[src/rtl/irqc_pkg.sv]
package irqc_pkg;
  localparam int MAX_SRC    = 32;
  localparam int DATA_W     = 32;
  localparam int REG_ADDR_W = 5;
  localparam int SEL_W      = 3;

  // word index of each register inside the 8-word window
  typedef enum logic [SEL_W-1:0] {
    RG_STAT  = 3'd0,
    RG_PEND  = 3'd1,
    RG_ENAB  = 3'd2,
    RG_ACK   = 3'd3,
    RG_SETEN = 3'd4,
    RG_CLREN = 3'd5,
    RG_VEC   = 3'd6,
    RG_MAST  = 3'd7
  } reg_sel_e;
endpackage

[src/rtl/irqc_sense.sv]
module irqc_sense #(
  parameter int          NUM_SRC   = 32,
  parameter logic [31:0] EDGE_KIND = 32'h0
) (
  input  logic               clk,
  input  logic               rst_n,
  input  logic [NUM_SRC-1:0] src_i,
  output logic [NUM_SRC-1:0] hit_o
);
  for (genvar g = 0; g < NUM_SRC; g++) begin : g_bit
    if (EDGE_KIND[g]) begin : g_edge
      logic prev_q;
      always_ff @(posedge clk or negedge rst_n) begin
        if (!rst_n) prev_q <= 1'b0;
        else        prev_q <= src_i[g];
      end
      assign hit_o[g] = src_i[g] & ~prev_q;
    end else begin : g_lvl
      assign hit_o[g] = src_i[g];
    end
  end
endmodule

[src/rtl/irqc_core.sv]
module irqc_core #(
  parameter int NUM_SRC = 32
) (
  input  logic               clk,
  input  logic               rst_n,
  input  logic [NUM_SRC-1:0] hit_i,
  input  logic               we_ack,
  input  logic               we_en,
  input  logic               we_set,
  input  logic               we_clr,
  input  logic [NUM_SRC-1:0] wdata_i,
  output logic [NUM_SRC-1:0] status_o,
  output logic [NUM_SRC-1:0] enable_o
);
  logic [NUM_SRC-1:0] stat_q, stat_d;
  logic [NUM_SRC-1:0] en_q, en_d;
  logic               en_ce;

  // new hits win over an acknowledge landing in the same cycle
  always_comb begin
    stat_d = stat_q;
    if (we_ack) stat_d = stat_d & ~wdata_i;
    stat_d = stat_d | hit_i;
  end

  always_comb begin
    en_d = en_q;
    if (we_en)  en_d = wdata_i;
    if (we_set) en_d = en_q | wdata_i;
    if (we_clr) en_d = en_q & ~wdata_i;
  end
  assign en_ce = we_en | we_set | we_clr;

  always_ff @(posedge clk or negedge rst_n) begin
    if (!rst_n) stat_q <= '0;
    else        stat_q <= stat_d;
  end

  always_ff @(posedge clk or negedge rst_n) begin
    if (!rst_n)     en_q <= '0;
    else if (en_ce) en_q <= en_d;
  end

  assign status_o = stat_q;
  assign enable_o = en_q;
endmodule

[src/rtl/irqc_prio.sv]
module irqc_prio #(
  parameter int NUM_SRC = 32,
  parameter int OUT_W   = 32
) (
  input  logic [NUM_SRC-1:0] pend_i,
  output logic [OUT_W-1:0]   vec_o,
  output logic               any_o
);
  // scan downward so the lowest set index is the last one kept
  always_comb begin
    vec_o = '1;
    any_o = 1'b0;
    for (int i = NUM_SRC - 1; i >= 0; i--) begin
      if (pend_i[i]) begin
        vec_o = OUT_W'(i);
        any_o = 1'b1;
      end
    end
  end
endmodule

[src/rtl/vec_irq_ctrl.sv]
module vec_irq_ctrl
  import irqc_pkg::*;
#(
  parameter int          NUM_SRC   = 32,
  parameter logic [31:0] EDGE_KIND = 32'h0
) (
  input  logic                  clk,
  input  logic                  rst_n,
  input  logic [NUM_SRC-1:0]    src_i,
  input  logic [REG_ADDR_W-1:0] reg_addr,
  input  logic                  reg_we,
  input  logic [DATA_W-1:0]     reg_wdata,
  output logic [DATA_W-1:0]     reg_rdata,
  output logic                  irq_o
);
  localparam int SEL_LSB = 2;

  reg_sel_e           sel;
  logic [NUM_SRC-1:0] hit_w, status_q, enable_q, pend_w;
  logic [DATA_W-1:0]  vec_w, stat_ext, en_ext, pend_ext;
  logic               any_w;
  logic               me_q, me_d, hie_q, hie_d;
  logic               we_mast;
  logic [1:0]         unused_addr;

  assign sel         = reg_sel_e'(reg_addr[SEL_LSB +: SEL_W]);
  assign unused_addr = reg_addr[SEL_LSB-1:0];
  assign we_mast     = reg_we && (sel == RG_MAST);

  irqc_sense #(.NUM_SRC(NUM_SRC), .EDGE_KIND(EDGE_KIND)) u_sense (
    .clk   (clk),
    .rst_n (rst_n),
    .src_i (src_i),
    .hit_o (hit_w)
  );

  irqc_core #(.NUM_SRC(NUM_SRC)) u_core (
    .clk      (clk),
    .rst_n    (rst_n),
    .hit_i    (hit_w),
    .we_ack   (reg_we && (sel == RG_ACK)),
    .we_en    (reg_we && (sel == RG_ENAB)),
    .we_set   (reg_we && (sel == RG_SETEN)),
    .we_clr   (reg_we && (sel == RG_CLREN)),
    .wdata_i  (reg_wdata[NUM_SRC-1:0]),
    .status_o (status_q),
    .enable_o (enable_q)
  );

  assign pend_w = status_q & enable_q;

  irqc_prio #(.NUM_SRC(NUM_SRC), .OUT_W(DATA_W)) u_prio (
    .pend_i (pend_w),
    .vec_o  (vec_w),
    .any_o  (any_w)
  );

  // master control: run bit follows writes, output bit is sticky
  always_comb begin
    me_d  = me_q;
    hie_d = hie_q;
    if (we_mast) begin
      me_d  = reg_wdata[0];
      hie_d = hie_q | reg_wdata[1];
    end
  end

  always_ff @(posedge clk or negedge rst_n) begin
    if (!rst_n) begin
      me_q  <= 1'b0;
      hie_q <= 1'b0;
    end else if (we_mast) begin
      me_q  <= me_d;
      hie_q <= hie_d;
    end
  end

  assign irq_o = me_q & hie_q & any_w;

  always_comb begin
    stat_ext = '0;
    en_ext   = '0;
    pend_ext = '0;
    stat_ext[NUM_SRC-1:0] = status_q;
    en_ext[NUM_SRC-1:0]   = enable_q;
    pend_ext[NUM_SRC-1:0] = pend_w;
  end

  always_comb begin
    unique case (sel)
      RG_STAT: reg_rdata = stat_ext;
      RG_PEND: reg_rdata = pend_ext;
      RG_ENAB: reg_rdata = en_ext;
      RG_VEC:  reg_rdata = vec_w;
      RG_MAST: reg_rdata = {{(DATA_W-2){1'b0}}, hie_q, me_q};
      default: reg_rdata = '0;
    endcase
  end
endmodule

[config.mk]
export PLATFORM = sky130hd
export DESIGN_NAME = vec_irq_ctrl
export DESIGN_NICKNAME = d
export VERILOG_FILES = /design/src/rtl/irqc_pkg.sv /design/src/rtl/irqc_sense.sv /design/src/rtl/irqc_core.sv /design/src/rtl/irqc_prio.sv /design/src/rtl/vec_irq_ctrl.sv
export SDC_FILE = /design/constraint.sdc
export NUM_CORES = 1
export LEC_CHECK = 0
export ABC_CLOCK_PERIOD_IN_PS = 7800
export BUFFER_PORTS_ARGS = -buffer_cell sky130_fd_sc_hd__buf_2
export CORE_MARGIN = 2
export CORE_UTILIZATION = 45
export DETAILED_ROUTE_END_ITERATION = 7
export HOLD_SLACK_MARGIN = 0.02
export PLACE_DENSITY = 0.77
export SYNTH_ARGS = -nofsm -noshare
export SYNTH_HDL_FRONTEND = slang
export SYNTH_HIERARCHICAL = 1
export SYNTH_SLANG_ARGS = --single-unit
[constraint.sdc]
create_clock -name clk -period 7.8 [get_ports clk]
set_clock_uncertainty 0.2 [all_clocks]
set_input_delay 1.17 -clock clk [delete_from_list [all_inputs] [get_ports clk]]
set_output_delay 1.17 -clock clk [all_outputs]
set_load 0.005 [all_outputs]
==> flow_summary_export.csv, run 1 <==
group,metric,value,unit
timing,fmax,211.0,MHz
floorplan,floorplan.initialDensity,46.09,%
synthesis,synthArstFlopShare,100.0,%
setup_path,critPathRequiredTime,6.43,ns
detailed_routing,drtPass1Iterations,5,
placement,hpwlAfterDp,9253,um
timing,fin_tns_setup,0,ns
floorplan,coreArea,0.01137,mm2
clock_tree,hold_buffers,0,
clock_tree,cts_tree,"done",
synthesis,syn_area_per_cell,8.291,um2
synthesis,yosysWarnings,6,
clock_tree,cts_buffer_depth,2,
detailed_routing,drt-total-wl,14290,um
setup_path,critical_path_arrival,3.37,ns
detailed_routing,num_vias,4701,
detailed_routing,wl_per_cell,17.84,um
timing,maxSlewHeadroom,19.17,%
placement,place_congestion,0.8131,
clock_tree,cts_max_level,3,
grt,grt_first_pass_wirelength,23210,um
clock_tree,cts_resized,0,
setup_path,endpoint,"reg_rdata[16]",
grt,grt_usage,22.93,%
grt,overflow,0,
clock_tree,cts.sinks,66,
power,power,1.018,mW
synthesis,synthMostInstantiatedCell,"nand2_1",
setup_path,r2r-end,"u_core/enable_o[6]$_DFFE_PN0P_",
power,power_density,182.1,mW/mm2
clock_tree,insertion_delay,0.33,ns
setup_path,crit_type,"in2out",
synthesis,synthTopCellsByCount,"104 x nand2_1, 69 x buf_4, 66 x dfrtp_1",
detailed_routing,viasPerCell,5.869,
placement,io_buffers,102,
timing,rsz0062_at_grt,"false",
layout,antenna_cells,0,
synthesis,synth_ff_type,"dfrtp_1",
setup_path,cp_max_fo,42,
clock_tree,cts_made_buffers,9,
power,switching_share,29.82,%
setup_path,crit_path_start,"reg_addr[4]",
detailed_routing,first_iter_violations,308,
power,comb_power_share,23.2,%
synthesis,syn_nets,704,
synthesis,syn_area,0.005240,mm2
setup_path,ff2ff_path_depth,2,
clock_tree,clk_pin_slew_worst_paths,0.05,ns
timing,post-route-period-util,60.77,%
detailed_routing,drc_errors,0,
job,max_cap_viol_count,0,
setup_path,r2r_slack,6.70,ns
setup_path,worstSetupStartpointType,"input pin",
timing,setup_violations,0,
floorplan,rows,39,
clock_tree,root_buffer,"clkbuf_16",
setup_path,cp-end-kind,"output pin",
synthesis,ys_seq_elements,66,
timing,min_period,4.740,ns
detailed_routing,ant_nets,0,
floorplan,dieArea,0.01252,mm2
power,internal_power,714.3,uW
setup_path,r2r-start,"u_core/enable_o[6]$_DFFE_PN0P_",
power,clockPowerShare,39.2,%
synthesis,synth_top_area_share,31.52,%
power,p_sw,303.5,uW
synthesis,seq_area_frac_synth,31.52,%
clock_tree,postCtsSetupRepairBufs,0,
floorplan,die_x,111.9,um
synthesis,synth_cell_types,45,
setup_path,cp_slowest_cell,"and3b_1",
power,p_seq_share,37.6,%
power,leakage,2.285,nW
setup_path,crit_path_cell_trace,"buf_2, and3b_1, nand2_1, o21ai_1, buf_2",
grt,grt_max_degree,67,
timing,slew_violations,0,
timing,tightest_slew,1.212,ns
synthesis,yosysTopAreaCell,"dfrtp_1",
floorplan,io-pin-count,105,
timing,hold_viol,0,
layout,nNetsFinal,726,
outcome,status,"finished, final reports clean",
synthesis,syn_inst,632,
min_path,hold_class,"reg2reg",
synthesis,synth_edf_count,0,
layout,syn_to_final_growth,6.662,%
layout,drive_above_1_share,29.03,%
synthesis,synth.area.top_cells,"dfrtp_1 32%, nor3_2 12%, buf_4 9.9%",
floorplan,die_y,111.9,um
grt,grt_pass1_vias,4695,
min_path,min_path_cells,1,
grt,antenna_found_initial,0,
power,ir_drop,0.1152,mV
setup_path,slowest_delay,1.08,ns
setup_path,cpMostUsedCell,"buf_2",
## power by group through the flow
stage	registers (mW)	clock network, mW	logic [mW]
after global routing	0.385	0.426	0.259
after detailed placement	0.387	0	0.234
after CTS	0.382	0.406	0.235
after floorplan	0.382	0	0.175
after global placement	0.385	0	0.225
final	0.382	0.399	0.236
## through the flow
| step | instances | utilization, % | setup slack [ns] | instance area (um2) | hold slack (ns) |
|---|---|---|---|---|---|
| final | 801 | 49.16 | 3.060 | 5589 | 0.3018 |
| after global routing | 801 | 49.16 | 2.895 | 5589 | 0.3186 |
| after CTS | 801 | 49.16 | 3.157 | 5589 | 0.3031 |
| after detailed placement | 786 | 46.64 | 3.149 | 5303 | 0.2903 |
| after global placement | 786 | 46.64 | 3.128 | 5303 | 0.2781 |
| after floorplan | 632 | - | 4.081 | 5240 | 0.2576 |
## cell type report
class / count / area, um2
clock buffers: 12 / 246.5
clock inverters: 3 / 40.04
fillers: 1064 / 5781
inverters: 8 / 30.03
multi-input cells: 462 / 2894
flip-flops and latches: 66 / 1652
well taps: 143 / 178.9
repair buffers: 107 / 548.0
## layer usage
layer | wire length (um) | track usage (%)
met1 | 6070 | 29.71
met2 | 7092 | 38.30
met3 | 837 | 3.430
met4 | 294 | 9.712
met5 | 0 | 0
## how the worst min path moves through the flow
| stage | from | to | slack, ns |
|---|---|---|---|
| detailed placement | hie_q$_DFFE_PN0P_ | hie_q$_DFFE_PN0P_ | 0.29 |
| finish | u_core/status_o[16]$_DFF_PN0_ | u_core/status_o[16]$_DFF_PN0_ | 0.30 |
| global placement | hie_q$_DFFE_PN0P_ | hie_q$_DFFE_PN0P_ | 0.28 |
| global route | u_core/status_o[2]$_DFF_PN0_ | u_core/status_o[2]$_DFF_PN0_ | 0.32 |
| CTS | hie_q$_DFFE_PN0P_ | hie_q$_DFFE_PN0P_ | 0.30 |
| floorplan | hie_q$_DFFE_PN0P_ | hie_q$_DFFE_PN0P_ | 0.26 |
## layout by cell type, fill, tap and decap left out, types with 4 or more instances in the layout
master and count:
buf_4 5, inv_1 7, mux2i_1 4, nor3_2 63, clkbuf_16 9, o21ai_0 37, a21oi_1 4, nor2_1 17
and2_1 33, a21o_1 32, nand2b_1 32, a32oi_1 30, nor3_1 38, nor4_1 4, dfrtp_1 66, o21ai_1 28
o21bai_1 4, nand2_1 104, buf_2 102
## state kept, by name (all words and copies together) (netlist names)
signal and count:
me_q 1, u_core/status_o 32, u_core/enable_o 32, hie_q 1
## kinds of logic (layout without fill, tap and decap cells)
group,count (synthesis),after routing,synth area share [%]
AO/OA/AOI/OAI,151,151,19.20
buffers and inverters,104,130,13.63
AND/OR/NAND/NOR,306,306,34.60
flip-flops,66,66,31.52
multiplexers,5,5,1.051
## critical path: cells and delay by family
| family | cells | cell delay, ns |
|---|---|---|
| AO/OA/AOI/OAI | 1 | 0.18 |
| AND/OR/NAND/NOR | 2 | 1.19 |
| buffers and inverters | 2 | 0.82 |
No activity file was read; power rests on OpenSTA's default activity.
==> run 2: changes to the inputs <==
--- a/config.mk
+++ b/config.mk
@@ -5,7 +5,7 @@
 export SDC_FILE = /design/constraint.sdc
 export NUM_CORES = 1
 export LEC_CHECK = 0
-export ABC_CLOCK_PERIOD_IN_PS = 7800
+export ABC_CLOCK_PERIOD_IN_PS = 4940
 export BUFFER_PORTS_ARGS = -buffer_cell sky130_fd_sc_hd__buf_2
 export CORE_MARGIN = 2
 export CORE_UTILIZATION = 45
==> constraint.sdc (replaced) <==
create_clock -name clk -period 4.94 [get_ports clk]
set_clock_uncertainty 0.2 [all_clocks]
set_input_delay 0.741 -clock clk [delete_from_list [all_inputs] [get_ports clk]]
set_output_delay 0.741 -clock clk [all_outputs]
set_load 0.005 [all_outputs]
==> flow_summary_export.csv, run 2 (synthesis gave the netlist of run 1 again) <==
group,metric,value,unit
outcome,status,"finished, final reports clean",
grt,antenna_found_initial,0,
detailed_routing,ant_nets,0,
placement,io_buffers,102,
timing,hold_slack,0.2939,ns
timing,fmax,259.0,MHz
layout,fin_cells,804,
clock_tree,cts_tree,"done",
detailed_routing,viasPerCell,5.922,
clock_tree,cts.sinks,66,
timing,tightest_slew,0.8905,ns
power,power_density,295.7,mW/mm2
setup_path,crit_path_cell_trace,"and2_1, nor4_1, nand2_1, nor3_2, and2_1, buf_4, nand2_1, o21ai_1, buf_2",
grt,grt_max_degree,47,
clock_tree,cts_resized,0,
grt,grt_usage,23.18,%
timing,rsz0062_at_grt,"false",
timing,hold_viol,0,
layout,syn_to_final_growth,7.712,%
detailed_routing,drt-total-wl,14500,um
setup_path,crit_buf_inv,2,
layout,stdcell_area,0.005644,mm2
grt,overflow,0,
power,leakage,2.307,nW
min_path,hold_class,"reg2reg",
clock_tree,clk_pin_slew_worst_paths,0.06,ns
setup_path,critPathRequiredTime,4.00,ns
timing,fin_ws,1.079,ns
detailed_routing,drtPass1Iterations,6,
clock_tree,cts_buffer_depth,2,
placement,hpwlAfterDp,9437,um
job,max_cap_viol_count,0,
layout,nNetsFinal,728,
setup_path,worstSetupStartpointType,"flop",
timing,fin_tns_setup,0,ns
grt,grt_first_pass_wirelength,23300,um
setup_path,cp_max_fo,18,
clock_tree,postCtsSetupRepairBufs,0,
floorplan,die_y,111.9,um
setup_path,cp_slowest_cell,"and2_1",
clock_tree,root_buffer,"clkbuf_16",
setup_path,critical_path_arrival,2.92,ns
detailed_routing,first_iter_violations,337,
setup_path,cp-end-kind,"output pin",
timing,min_period,3.861,ns
clock_tree,cts_max_level,3,
detailed_routing,wl_per_cell,18.03,um
layout,final_core_util,49.64,%
layout,final_common_cell,"nand2_1",
placement,place_congestion,0.8221,
placement,dp_cells,788,
setup_path,crit_type,"reg2out",
floorplan,dieArea,0.01252,mm2
setup_path,slowest_delay,0.43,ns
floorplan,coreArea,0.01137,mm2
clock_tree,cts_made_buffers,9,
floorplan,rows,39,
detailed_routing,drc_errors,0,
clock_tree,hold_buffers,0,
power,ir_drop,0.1835,mV
floorplan,floorplan.initialDensity,46.09,%
timing,maxSlewHeadroom,40.63,%
layout,antenna_cells,0,
floorplan,io-pin-count,105,
detailed_routing,num_vias,4761,
layout,drive_above_1_share,29.05,%
timing,post-route-period-util,78.16,%
timing,setup_violations,0,
floorplan,die_x,111.9,um
timing,slew_violations,0,
clock_tree,insertion_delay,0.34,ns
grt,grt_pass1_vias,4645,
placement,place_area,0.005330,mm2
power,power,1.669,mW
layout,layout_common_cells,"104 x nand2_1, 102 x buf_2, 66 x dfrtp_1, 63 x nor3_2, 38 x nor3_1",
placement,pre_cts_slack,1.525,ns
setup_path,cp_top_family,"simple AND/OR/NAND/NOR gates",
run 2: area by class of cell:
type / instances / area, um2
fill: 1056 / 5725
multi-input combinational: 462 / 2894
sequential: 66 / 1652
timing repair buffer: 109 / 575.6
clock buffer: 14 / 254.0
tap: 143 / 178.9
clock inverter: 2 / 60.06
inverter: 8 / 30.03
run 2: power breakdown:
group | internal (mW) | leakage (nW) | total, mW | switching, mW
combinational | 0.157 | 1.42 | 0.373 | 0.217
clock | 0.456 | 0.151 | 0.692 | 0.236
sequential | 0.573 | 0.738 | 0.604 | 0.0314
total | 1.19 | 2.31 | 1.67 | 0.484
run 2: worst paths after layout:
| kind | to | depth (start not counted) | slack, ns | startpoint |
|---|---|---|---|---|
| setup / recovery | reg_rdata[16] | 9 | 1.08 | u_core/enable_o[7]$_DFFE_PN0P_ |
| hold / removal | u_core/status_o[16]$_DFF_PN0_ | 1 | 0.29 | u_core/status_o[16]$_DFF_PN0_ |
| setup reg to reg | u_core/enable_o[25]$_DFFE_PN0P_ | 2 | 3.81 | u_core/enable_o[25]$_DFFE_PN0P_ |
| hold reg to reg | u_core/status_o[16]$_DFF_PN0_ | 1 | 0.29 | u_core/status_o[16]$_DFF_PN0_ |
| max in group asynchronous | u_core/enable_o[26]$_DFFE_PN0P_ | 2 | 3.25 | rst_n |
| min in group asynchronous | u_core/enable_o[25]$_DFFE_PN0P_ | 1 | 0.31 | rst_n |
run 2: layer usage:
| metal | global-route usage, % | up-vias | share of wire, % |
|---|---|---|---|
| met4 | 11.52 | 0 | 3.2 |
| met3 | 3.212 | 37 | 5.8 |
| met2 | 38.55 | 234 | 48 |
| met1 | 29.62 | 2270 | 43 |
| met5 | 0 | - | 0 |
| li1 | - | 2220 | - |
